## src/rtl/own_sem_pkg.sv

```systemverilog
package own_sem_pkg;
    localparam int CODE_W = 2;

    typedef enum logic [CODE_W-1:0] {
        OWN_FREE = 2'b00,
        OWN_SEC  = 2'b01,
        OWN_LOCK = 2'b10,
        OWN_OPEN = 2'b11
    } own_code_e;
endpackage

```

## src/rtl/own_sem_fsm.sv

```systemverilog
module own_sem_fsm
    import own_sem_pkg::*;
(
    input  logic              clk,
    input  logic              rst_n,
    input  logic              pri_we,
    input  logic [CODE_W-1:0] pri_code,
    input  logic              sec_we,
    input  logic [CODE_W-1:0] sec_code,
    output own_code_e         state_q,
    output logic              pri_owner,
    output logic              sec_owner
);
    own_code_e state_d;

    // next-state logic
    always_comb begin
        state_d = state_q;
        unique case (state_q)
            OWN_SEC: begin
                if (sec_we) state_d = own_code_e'(sec_code);        // SEC_RELEASE
            end
            OWN_LOCK: begin
                if (pri_we) state_d = own_code_e'(pri_code);        // PRI_SET
            end
            OWN_FREE, OWN_OPEN: begin
                if (pri_we)
                    state_d = own_code_e'(pri_code);                // PRI_SET
                else if (sec_we && (sec_code == OWN_SEC))
                    state_d = OWN_SEC;                              // SEC_GRAB
            end
            default: state_d = OWN_FREE;
        endcase
    end

    // state register
    always_ff @(posedge clk or negedge rst_n) begin
        if (!rst_n) state_q <= OWN_FREE;
        else        state_q <= state_d;
    end

    // outputs
    always_comb begin
        sec_owner = (state_q == OWN_SEC);
        pri_owner = !sec_owner;
    end

    AST_LOCK_HOLDS: assert property (@(posedge clk) disable iff (!rst_n)
        (state_q == OWN_LOCK && !pri_we) |=> (state_q == OWN_LOCK));
    AST_SEC_ONLY_RELEASE: assert property (@(posedge clk) disable iff (!rst_n)
        (state_q == OWN_SEC && !sec_we) |=> (state_q == OWN_SEC));
    AST_PRI_WINS: assert property (@(posedge clk) disable iff (!rst_n)
        (state_q != OWN_SEC && pri_we) |=> (state_q == $past(pri_code)));
    AST_SEC_GRAB: assert property (@(posedge clk) disable iff (!rst_n)
        ((state_q == OWN_FREE || state_q == OWN_OPEN) && !pri_we && sec_we
         && sec_code == 2'b01) |=> (state_q == OWN_SEC));
    AST_ONE_OWNER: assert property (@(posedge clk) disable iff (!rst_n)
        $countones({pri_owner, sec_owner}) == 1);
endmodule

```

## src/rtl/own_cfg_bank.sv

```systemverilog
module own_cfg_bank #(
    parameter int NUM_REGS = 4,
    parameter int DATA_W   = 32,
    parameter int ADDR_W   = $clog2(NUM_REGS)
) (
    input  logic              clk,
    input  logic              rst_n,
    input  logic              pri_owner,
    input  logic              sec_owner,
    input  logic              pri_we,
    input  logic [ADDR_W-1:0] pri_addr,
    input  logic [DATA_W-1:0] pri_wdata,
    input  logic              sec_we,
    input  logic [ADDR_W-1:0] sec_addr,
    input  logic [DATA_W-1:0] sec_wdata,
    output logic [DATA_W-1:0] pri_rdata,
    output logic [DATA_W-1:0] sec_rdata
);
    logic [DATA_W-1:0] regs_q [NUM_REGS];

    for (genvar i = 0; i < NUM_REGS; i++) begin : g_reg
        logic pri_hit, sec_hit;
        assign pri_hit = pri_owner && pri_we && (pri_addr == ADDR_W'(i));
        assign sec_hit = sec_owner && sec_we && (sec_addr == ADDR_W'(i));

        always_ff @(posedge clk or negedge rst_n) begin
            if (!rst_n)       regs_q[i] <= '0;
            else if (pri_hit) regs_q[i] <= pri_wdata;
            else if (sec_hit) regs_q[i] <= sec_wdata;
        end

        AST_NO_STRAY_WRITE: assert property (@(posedge clk) disable iff (!rst_n)
            (!(pri_owner && pri_we && pri_addr == ADDR_W'(i))
             && !(sec_owner && sec_we && sec_addr == ADDR_W'(i)))
            |=> $stable(regs_q[i]));
    end

    assign pri_rdata = regs_q[pri_addr];
    assign sec_rdata = regs_q[sec_addr];
endmodule

```

## src/rtl/own_sem_arbiter.sv

```systemverilog
module own_sem_arbiter
    import own_sem_pkg::*;
#(
    parameter int NUM_REGS = 4,
    parameter int DATA_W   = 32,
    parameter int ADDR_W   = $clog2(NUM_REGS)
) (
    input  logic              clk,
    input  logic              rst_n,
    input  logic              pri_req_we,
    input  logic [CODE_W-1:0] pri_req_wdata,
    output logic [CODE_W-1:0] pri_req_rdata,
    input  logic              sec_req_we,
    input  logic [CODE_W-1:0] sec_req_wdata,
    output logic [CODE_W-1:0] sec_req_rdata,
    input  logic              pri_cfg_we,
    input  logic [ADDR_W-1:0] pri_cfg_addr,
    input  logic [DATA_W-1:0] pri_cfg_wdata,
    output logic [DATA_W-1:0] pri_cfg_rdata,
    input  logic              sec_cfg_we,
    input  logic [ADDR_W-1:0] sec_cfg_addr,
    input  logic [DATA_W-1:0] sec_cfg_wdata,
    output logic [DATA_W-1:0] sec_cfg_rdata,
    output logic [CODE_W-1:0] own_state,
    output logic              pri_may_write,
    output logic              sec_may_write
);
    own_code_e state_q;
    logic      pri_owner, sec_owner;

    own_sem_fsm u_fsm (
        .clk       (clk),
        .rst_n     (rst_n),
        .pri_we    (pri_req_we),
        .pri_code  (pri_req_wdata),
        .sec_we    (sec_req_we),
        .sec_code  (sec_req_wdata),
        .state_q   (state_q),
        .pri_owner (pri_owner),
        .sec_owner (sec_owner)
    );

    own_cfg_bank #(
        .NUM_REGS (NUM_REGS),
        .DATA_W   (DATA_W),
        .ADDR_W   (ADDR_W)
    ) u_bank (
        .clk       (clk),
        .rst_n     (rst_n),
        .pri_owner (pri_owner),
        .sec_owner (sec_owner),
        .pri_we    (pri_cfg_we),
        .pri_addr  (pri_cfg_addr),
        .pri_wdata (pri_cfg_wdata),
        .sec_we    (sec_cfg_we),
        .sec_addr  (sec_cfg_addr),
        .sec_wdata (sec_cfg_wdata),
        .pri_rdata (pri_cfg_rdata),
        .sec_rdata (sec_cfg_rdata)
    );

    assign own_state     = state_q;
    assign pri_req_rdata = state_q;
    assign sec_req_rdata = state_q;
    assign pri_may_write = pri_owner;
    assign sec_may_write = sec_owner;

    AST_READBACK_MATCH: assert property (@(posedge clk) disable iff (!rst_n)
        (pri_req_rdata == sec_req_rdata) && (pri_req_rdata == own_state));
    AST_SEC_FLAG_CODE: assert property (@(posedge clk) disable iff (!rst_n)
        sec_may_write == (own_state == 2'b01));
endmodule

```

## config.mk

```make
export PLATFORM = sky130hd
export DESIGN_NAME = own_sem_arbiter
export DESIGN_NICKNAME = d
export VERILOG_FILES = /design/src/rtl/own_sem_pkg.sv /design/src/rtl/own_sem_fsm.sv /design/src/rtl/own_cfg_bank.sv /design/src/rtl/own_sem_arbiter.sv
export SDC_FILE = /design/constraint.sdc
export NUM_CORES = 1
export LEC_CHECK = 0
export ABC_CLOCK_PERIOD_IN_PS = 5250
export CAP_MARGIN = 20
export CORE_MARGIN = 2
export CORE_UTILIZATION = 38
export DETAILED_ROUTE_END_ITERATION = 12
export PLACE_DENSITY = 0.63
export SETUP_SLACK_MARGIN = 0.05
export SLEW_MARGIN = 20
export SYNTH_ARGS = -nofsm -noshare
export SYNTH_HDL_FRONTEND = slang
export SYNTH_SLANG_ARGS = --single-unit
```

## constraint.sdc

```tcl
create_clock -name clk -period 5.25 [get_ports clk]
set_input_delay 1.05 -clock clk [delete_from_list [all_inputs] [get_ports clk]]
set_output_delay 1.05 -clock clk [all_outputs]
set_load 0.01 [all_outputs]
```

==> Word level (Yosys, flattened, before mapping) <==
Cells that the tools add are included.
{ "totals": {"reg_bits": 130, "inputBits": 78, "output_inout_bits": 72, "wordCells": 62} }
{ "classes": {"magnitude_cmp": 2, "eq_ne": 13, "mux": 19, "bitwise": 2, "reduce_logical": 21} }
{ "op_table": {"columns": ["op", "n"], "rows": [
  ["$mux 32", 12],
  ["$bmux 32 s2", 2],
  ["$eq 2x2->1 const B", 6],
  ["$logic_and 1x1->1", 11],
  ["$eq 2x1->1 const B", 4],
  ["$mux 2", 4],
  ["$reduce_bool 2->1", 4],
  ["$ge 3x3->1 const B", 2],
  ["$logic_not 2->1", 3],
  ["$not 2->3", 2],
  ["$pmux 2 s3", 1],
  ["$ne 2x2->1 const B", 2],
  ["$ne 3x2->1 const B", 1],
  ["$reduce_and 3->1", 1],
  ["$reduce_or 2->1", 1],
  ["$logic_not 1->1", 1]
]} }

==> Longest topological paths before layout <==
Gate-level depths: netlist (run 1).
{ "depth": {"word_depth": 5, "ltp_mapped": 8, "depth_no_buf": 6} }

==> By module <==
From an unflattened synthesis (run 1), not the netlist that was laid out.
{ "hier_totals": {"cells_unflattened": 666, "area_unflattened_um2": 7746.2} }
{ "by_module_without_submodules": {"columns": ["mod", "n_inst", "cells_per_inst", "area_per_inst_um2", "seq_area_each_um2"], "rows": [
  ["own_cfg_bank", 1, 640, 7522.2, 3203.1],
  ["own_sem_fsm", 1, 22, 193.9, 50.0],
  ["own_sem_arbiter", 1, 4, 30.0, 0.0]
]} }

==> Least setup slack after synthesis (run 1) <==
No wires, ideal clock.
{ "synth_path": {"kind": "input to output", "startpoint": "input sec_cfg_addr[0]", "endpoint": "output sec_cfg_rdata[10]", "arrival_ns": 2.120, "path_slack_ns": 2.080, "path_stages": 3, "path_buffers": 2, "path_cell_list": "buf_2 buf_2 mux4_2"} }
{ "synth_between": {"elab_chain_len": 4} }
{ "synth_rtl": {"columns": ["item", "line", "text"], "rows": [
  ["from (decl)", "own_sem_arbiter.sv:21", "input logic [ADDR_W-1:0] sec_cfg_addr,"],
  ["$not 2->3 (not written as such)", "own_cfg_bank.sv:39", "assign sec_rdata = regs_q[sec_addr];"],
  ["$bmux 32 s2", "own_cfg_bank.sv:39", null],
  ["$mux 32 (not written as such) (2 in a row)", "own_cfg_bank.sv:39", null],
  ["to (decl)", "own_sem_arbiter.sv:23", "output logic [DATA_W-1:0] sec_cfg_rdata,"]
]} }
Every way passes these cells. The select of a mux whose other input is x is not followed.

==> Final worst setup path (run 1) <==
{ "layout_path": {"startpoint": "input pri_cfg_addr[0]", "endpoint": "output pri_cfg_rdata[31]"} }
{ "layout_between": {"elab_chain_len": 4} }
{ "layout_rtl": {"columns": ["item", "line", "text"], "rows": [
  ["from (decl)", "own_sem_arbiter.sv:17", "input logic [ADDR_W-1:0] pri_cfg_addr,"],
  ["$not 2->3 (not written as such)", "own_cfg_bank.sv:38", "assign pri_rdata = regs_q[pri_addr];"],
  ["$bmux 32 s2", "own_cfg_bank.sv:38", null],
  ["$mux 32 (not written as such) (2 in a row)", "own_cfg_bank.sv:38", null],
  ["to (decl)", "own_sem_arbiter.sv:19", "output logic [DATA_W-1:0] pri_cfg_rdata,"]
]} }
Every way passes these cells. The select of a mux whose other input is x is not followed.

==> impl_metrics.toml, run 1 <==
[cells_and_area]
drive_above_1_share = 0.1455
fin_area_um2 = 9913
stdcell_count = 1069
fin_util = 0.5060
n_antenna_cell = 0
nets = 872
area_delta_synth_final_pct = 29.61

[min_path]
holdCritPathClass = "reg -> reg"

[logic_synthesis]
ys_warn_count = 0
avgSynthCellArea_um2 = 11.48
syn_inst = 666
seq_area_frac_synth = 0.4253
synth_seq_cells = 130
netlist_area_um2 = 7649
synth_nets = 747
ys_types = 26

[setup_path]
cp-start-kind = "primary input"
cpPeakStageDelay_ns = 0.58
path_cells = "buf_2 > buf_4 > mux4_2 > clkdlybuf4s50_1"
required_ns = 4.20
arrival_ns = 3.02
worstPathMaxFanout = 15
path_buf_inv = 3
reg2reg_slack_ns = 2.28
end_kind = "output port"
path_class = "in -> out"
critPathSlowestCell = "mux4_2"
crit_family = "buffers and inverters"

[clock_network]
postCtsSetupRepairBufs = 0
ctsRootBufferMaster = "clkbuf_16"
numCtsBuffers = 17
clk_latency_ns = 0.41
cts_tree = "yes"
htree_levels = 4
clkTransAtPathRegs_ns = 0.06
clock-sinks = 130
cts_resized = 0
hold_buffers = 0
clk_path_buf_depth = 2

[grt]
track_usage = 0.2117
grt_pass1_wl_um = 35110
antenna_found_initial = 0
grt-ovfl-total = 0
grt_max_degree = 70
grt_pass1_vias = 6351

[sta]
setup_slack_ns = 1.178
tightest_slew_ns = 1.135
skew_ns = 0.008045
finalHoldViolations = 0
maxSlewHeadroom = 0.2436
rsz0062_at_grt = "no"
period_minus_slack_ns = 4.072
setup_viol = 0
fmax_ghz = 0.2456
finalSetupTns_ns = 0
hold-worst-slack_ns = 0.5773
slew_violations = 0
finalCritPeriodShare = 0.7756

[placed_design]
gp_congestion = 0.8043
port_buffers = 149
pre_cts_ws_ns = 1.120
post-place-cells = 1037
dpl.hpwl_um = 14300
placed_area_um2 = 9301

[die]
io_pins = 150
core_um2 = 19590
design.die.area_um2 = 21280
fp.dieW_um = 145.9
initial_core_util = 0.3904
die_h_um = 145.9
rows = 51

[routing]
via_per_inst = 5.601
routedWlPerCell_um = 20.79
first_pass_iters = 5
drtIter0Drc = 418
ant_nets = 0
drcViolationCount = 0
vias = 5988
drt_wl_total_um = 22220

[run_status]
outcome = "completed"

[power_and_ir_drop]
total_power_mw = 5.297
power.density_nw_per_um2 = 534.3
p_leak_nw = 4.351
max-vdd-ir-drop_mv = 0.2105

[job]
drv_cap = 0
## worst register-to-register path, stage by stage (launching register included)
cell     delay [ns]
dfrtp_1        0.45
inv_1          0.11
ha_1           0.58
nand2_1        0.20
nor3_4         0.55
buf_4          0.59
mux2i_1        0.26
o21ai_0        0.09
## layer usage
metal,track usage,part of all wire
met1,0.2719,0.43
met2,0.3637,0.49
met3,0.04639,0.058
met4,0.05490,0.016
met5,0,0
## kinds of logic (layout without fill, tap and decap cells)
logic type / Yosys count / after routing / synth area share
mux: 192 / 192 / 0.3560
simple gates: 142 / 142 / 0.07885
compound gates: 135 / 135 / 0.08981
flops: 130 / 130 / 0.4253
buf+inv: 64 / 202 / 0.04515
fa+ha+maj: 3 / 3 / 0.004908
## layout by cell type, fill, tap and decap left out, drive strengths merged, types with 2 or more instances in the layout
cell           Yosys  routed
clkinvlp           0       3
bufinv             0       4
clkdlybuf4s50      0     144
nor4bb             2       2
mux2i            128     128
ha                 3       3
inv                5       5
buf               40      21
o21ai             96      96
clkinv             0       3
clkbuf            19      22
nor2              33      33
nand4              2       2
nand4b             2       2
a21oi             35      35
nand2             98      98
mux4              64      64
dfrtp            130     130
## power by group
part           switching, mW  leakage (nW)  internal (mW)
Combinational          0.872          2.50           1.29
Sequential             0.399          1.56           1.49
Clock                  0.437         0.290          0.805
## cell usage after synthesis
| cell type | n | area, um2 |
|---|---|---|
| nor3_4 | 1 | 16.27 |
| buf_4 | 12 | 90.09 |
| o21a_1 | 1 | 7.510 |
| nand3b_1 | 1 | 7.510 |
| a222oi_1 | 1 | 10.01 |
| nor4b_4 | 1 | 23.77 |
| dfrtp_1 | 130 | 3253 |
| buf_6 | 4 | 45.04 |
| inv_1 | 5 | 18.77 |
| mux2i_1 | 128 | 1281 |
| buf_2 | 24 | 120.1 |
| nor2b_1 | 1 | 6.260 |
| nand2_1 | 98 | 367.9 |
| mux4_2 | 64 | 1441 |
| a21oi_1 | 35 | 175.2 |
| clkbuf_1 | 19 | 71.32 |
| o22ai_1 | 1 | 6.260 |
| nand4_1 | 2 | 12.51 |
| nor4bb_1 | 2 | 20.02 |
| ha_1 | 3 | 37.54 |
| o21ai_0 | 87 | 435.4 |
| o21ai_1 | 9 | 45.04 |
| nor2_1 | 33 | 123.9 |
| nor3b_1 | 1 | 7.510 |
| o211ai_1 | 1 | 7.510 |
| nand4b_1 | 2 | 17.52 |
## flip-flops by register name, summed over array words and instances (netlist names)
signal / count
u_bank.regs_q: 128
u_fsm.state_q: 2
## final cells by class
cell class	instances	area, um2
fill	1724	9677
multi-input combinational	472	4080
sequential	130	3253
timing repair buffer	165	1618
clock buffer	22	454.2
tap	265	331.6
clock inverter	10	157.7
inverter	5	18.77
## path summary, 6_finish.rpt
check | start | endpoint | cells past startpoint
max reg2reg | u_fsm.state_q[1] | u_bank.regs_q[121] | 7
min | u_bank.regs_q[112] | u_bank.regs_q[112] | 2
min in group asynchronous | rst_n | u_fsm.state_q[1] | 1
max | pri_cfg_addr[0] | pri_cfg_rdata[31] | 4
max in group asynchronous | rst_n | u_bank.regs_q[79] | 2
min reg2reg | u_bank.regs_q[112] | u_bank.regs_q[112] | 2
No activity file was read; power rests on OpenSTA's default activity.
==> inputs of run 2 (changes only) <==
--- a/config.mk
+++ b/config.mk
@@ -5,7 +5,7 @@
 export SDC_FILE = /design/constraint.sdc
 export NUM_CORES = 1
 export LEC_CHECK = 0
-export ABC_CLOCK_PERIOD_IN_PS = 5250
+export ABC_CLOCK_PERIOD_IN_PS = 4100
 export CAP_MARGIN = 20
 export CORE_MARGIN = 2
 export CORE_UTILIZATION = 38
==> constraint.sdc (replaced) <==
create_clock -name clk -period 4.1 [get_ports clk]
set_input_delay 0.82 -clock clk [delete_from_list [all_inputs] [get_ports clk]]
set_output_delay 0.82 -clock clk [all_outputs]
set_load 0.01 [all_outputs]
==> run 2 against run 1 <==
  * Routed wire length decreased by 0.38%
  * Via count down 0.15%
  * Final cell count increased by 0.65%
  * Global-route usage hardly changed
  * Count of clock-buffer cells in the layout is 5 higher
  * First-iteration DRC count is 6.7% lower
  * Critical endpoint is now sec_cfg_rdata[22]
  * Largest cell class unchanged
  * Largest power group unchanged
==> impl_metrics.toml, run 2 (synthesized netlist as in run 1, its figures left out) <==
[placed_design]
placed_area_um2 = 9349
post-place-cells = 1045
pre_cts_ws_ns = 0.5130
dpl.hpwl_um = 14900
port_buffers = 149
gp_congestion = 0.7857

[clock_network]
htree_levels = 4
clock-sinks = 130
postCtsSetupRepairBufs = 0
numCtsBuffers = 17
clk_path_buf_depth = 2
hold_buffers = 0
clk_latency_ns = 0.41
clkTransAtPathRegs_ns = 0.06
cts_tree = "yes"
ctsRootBufferMaster = "clkbuf_16"
cts_resized = 0

[routing]
drt_wl_total_um = 22140
routedWlPerCell_um = 20.58
first_pass_iters = 8
drcViolationCount = 0
drtIter0Drc = 390
vias = 5979
ant_nets = 0
via_per_inst = 5.557

[die]
io_pins = 150
die_h_um = 145.9
rows = 51
design.die.area_um2 = 21280
core_um2 = 19590
fp.dieW_um = 145.9
initial_core_util = 0.3904

[sta]
period_minus_slack_ns = 3.545
setup_viol = 0
maxSlewHeadroom = 0.3592
tightest_slew_ns = 0.9612
fmax_ghz = 0.2821
hold-worst-slack_ns = 0.5293
finalHoldViolations = 0
rsz0062_at_grt = "no"
skew_ns = 0.009666
finalCritPeriodShare = 0.8646
setup_slack_ns = 0.5551
finalSetupTns_ns = 0
slew_violations = 0

[setup_path]
arrival_ns = 2.72
worstPathMaxFanout = 16
critPathSlowestCell = "mux4_2"
cp-start-kind = "primary input"
required_ns = 3.28
path_cells = "buf_2 > buf_4 > mux4_2 > clkdlybuf4s50_1"
crit_family = "buffers and inverters"
path_class = "in -> out"
cpPeakStageDelay_ns = 0.54
cp_num_cells = 4
path_buf_inv = 3
reg2reg_depth = 6
end_kind = "output port"

[cells_and_area]
fin_util = 0.5067
multiInputGateArea_um2 = 4080
fin_area_um2 = 9927
final_common_cell = "clkdlybuf4s50_1"
nets = 880
stdcell_count = 1076
drive_above_1_share = 0.1504
reg_top3 = "u_bank.regs_q x128, u_fsm.state_q x2"
n_antenna_cell = 0
regMostFlops = "u_bank.regs_q"
fill_cells = 1722
area_delta_synth_final_pct = 29.79
largest_reg_flops = 128
regArea_um2 = 3253
mostFrequentLayoutCells = "clkdlybuf4s50_1, dfrtp_1, mux2i_1, nand2_1, o21ai_0"

[min_path]
holdCritPathClass = "in -> async"

[grt]
grt_use_met2 = 0.3443
antenna_found_initial = 0
met3_usage = 0.04639
use_met1 = 0.2791
grt_pass1_vias = 6174
track_usage = 0.2117
grt_pass1_wl_um = 35050
grt_busiest_layer = "met2"
grt-ovfl-total = 0
grt_max_degree = 116

[job]
drv_cap = 0

[power_and_ir_drop]
max-vdd-ir-drop_mv = 0.2724
p_leak_nw = 4.373
power.density_nw_per_um2 = 676.2
total_power_mw = 6.713

[run_status]
outcome = "completed"
run 2: cell count changes in the layout (fill, tap and decap cells not counted):
cell        previous run  this run
clkinv_2               3         1
clkbuf_8               1         5
buf_4                 14        23
buf_12                 2         1
clkinvlp_4             3         1
buf_6                  1         0
clkbuf_1               4         6
bufinv_16              4         2
run 2: path summary, 6_finish.rpt:
check / to / slack [ns] / start
max: sec_cfg_rdata[22] / 0.56 / sec_cfg_addr[0]
max in group asynchronous: u_bank.regs_q[85] / 2.74 / rst_n
min reg2reg: u_bank.regs_q[116] / 0.58 / u_bank.regs_q[116]
min: u_fsm.state_q[0] / 0.53 / rst_n
max reg2reg: u_bank.regs_q[91] / 1.50 / u_fsm.state_q[1]
min in group clk: u_bank.regs_q[116] / 0.58 / u_bank.regs_q[116]
run 2: power breakdown:
group          internal [mW]  total (mW)  switching [mW]
sequential              1.91        2.45           0.535
combinational           1.65        2.78            1.12
clock                  0.957        1.49           0.531
total                   4.53        6.71            2.19
run 2: final cells by class:
type                            instances  share of cell area
Sequential cell                       130              0.3277
Multi-Input combinational cell        472              0.4110
Tap cell                              265             0.03340
Clock inverter                          4            0.007310
Inverter                                5            0.001891
Timing Repair Buffer                  173              0.1680
Clock buffer                           27             0.05067
run 2: per-layer routing:
metal / share of wire / vias to the layer above
met2: 0.49 / 205
met1: 0.43 / 3032
met4: 0.021 / 0
li1: - / 2709
met5: 0 / -
met3: 0.056 / 33
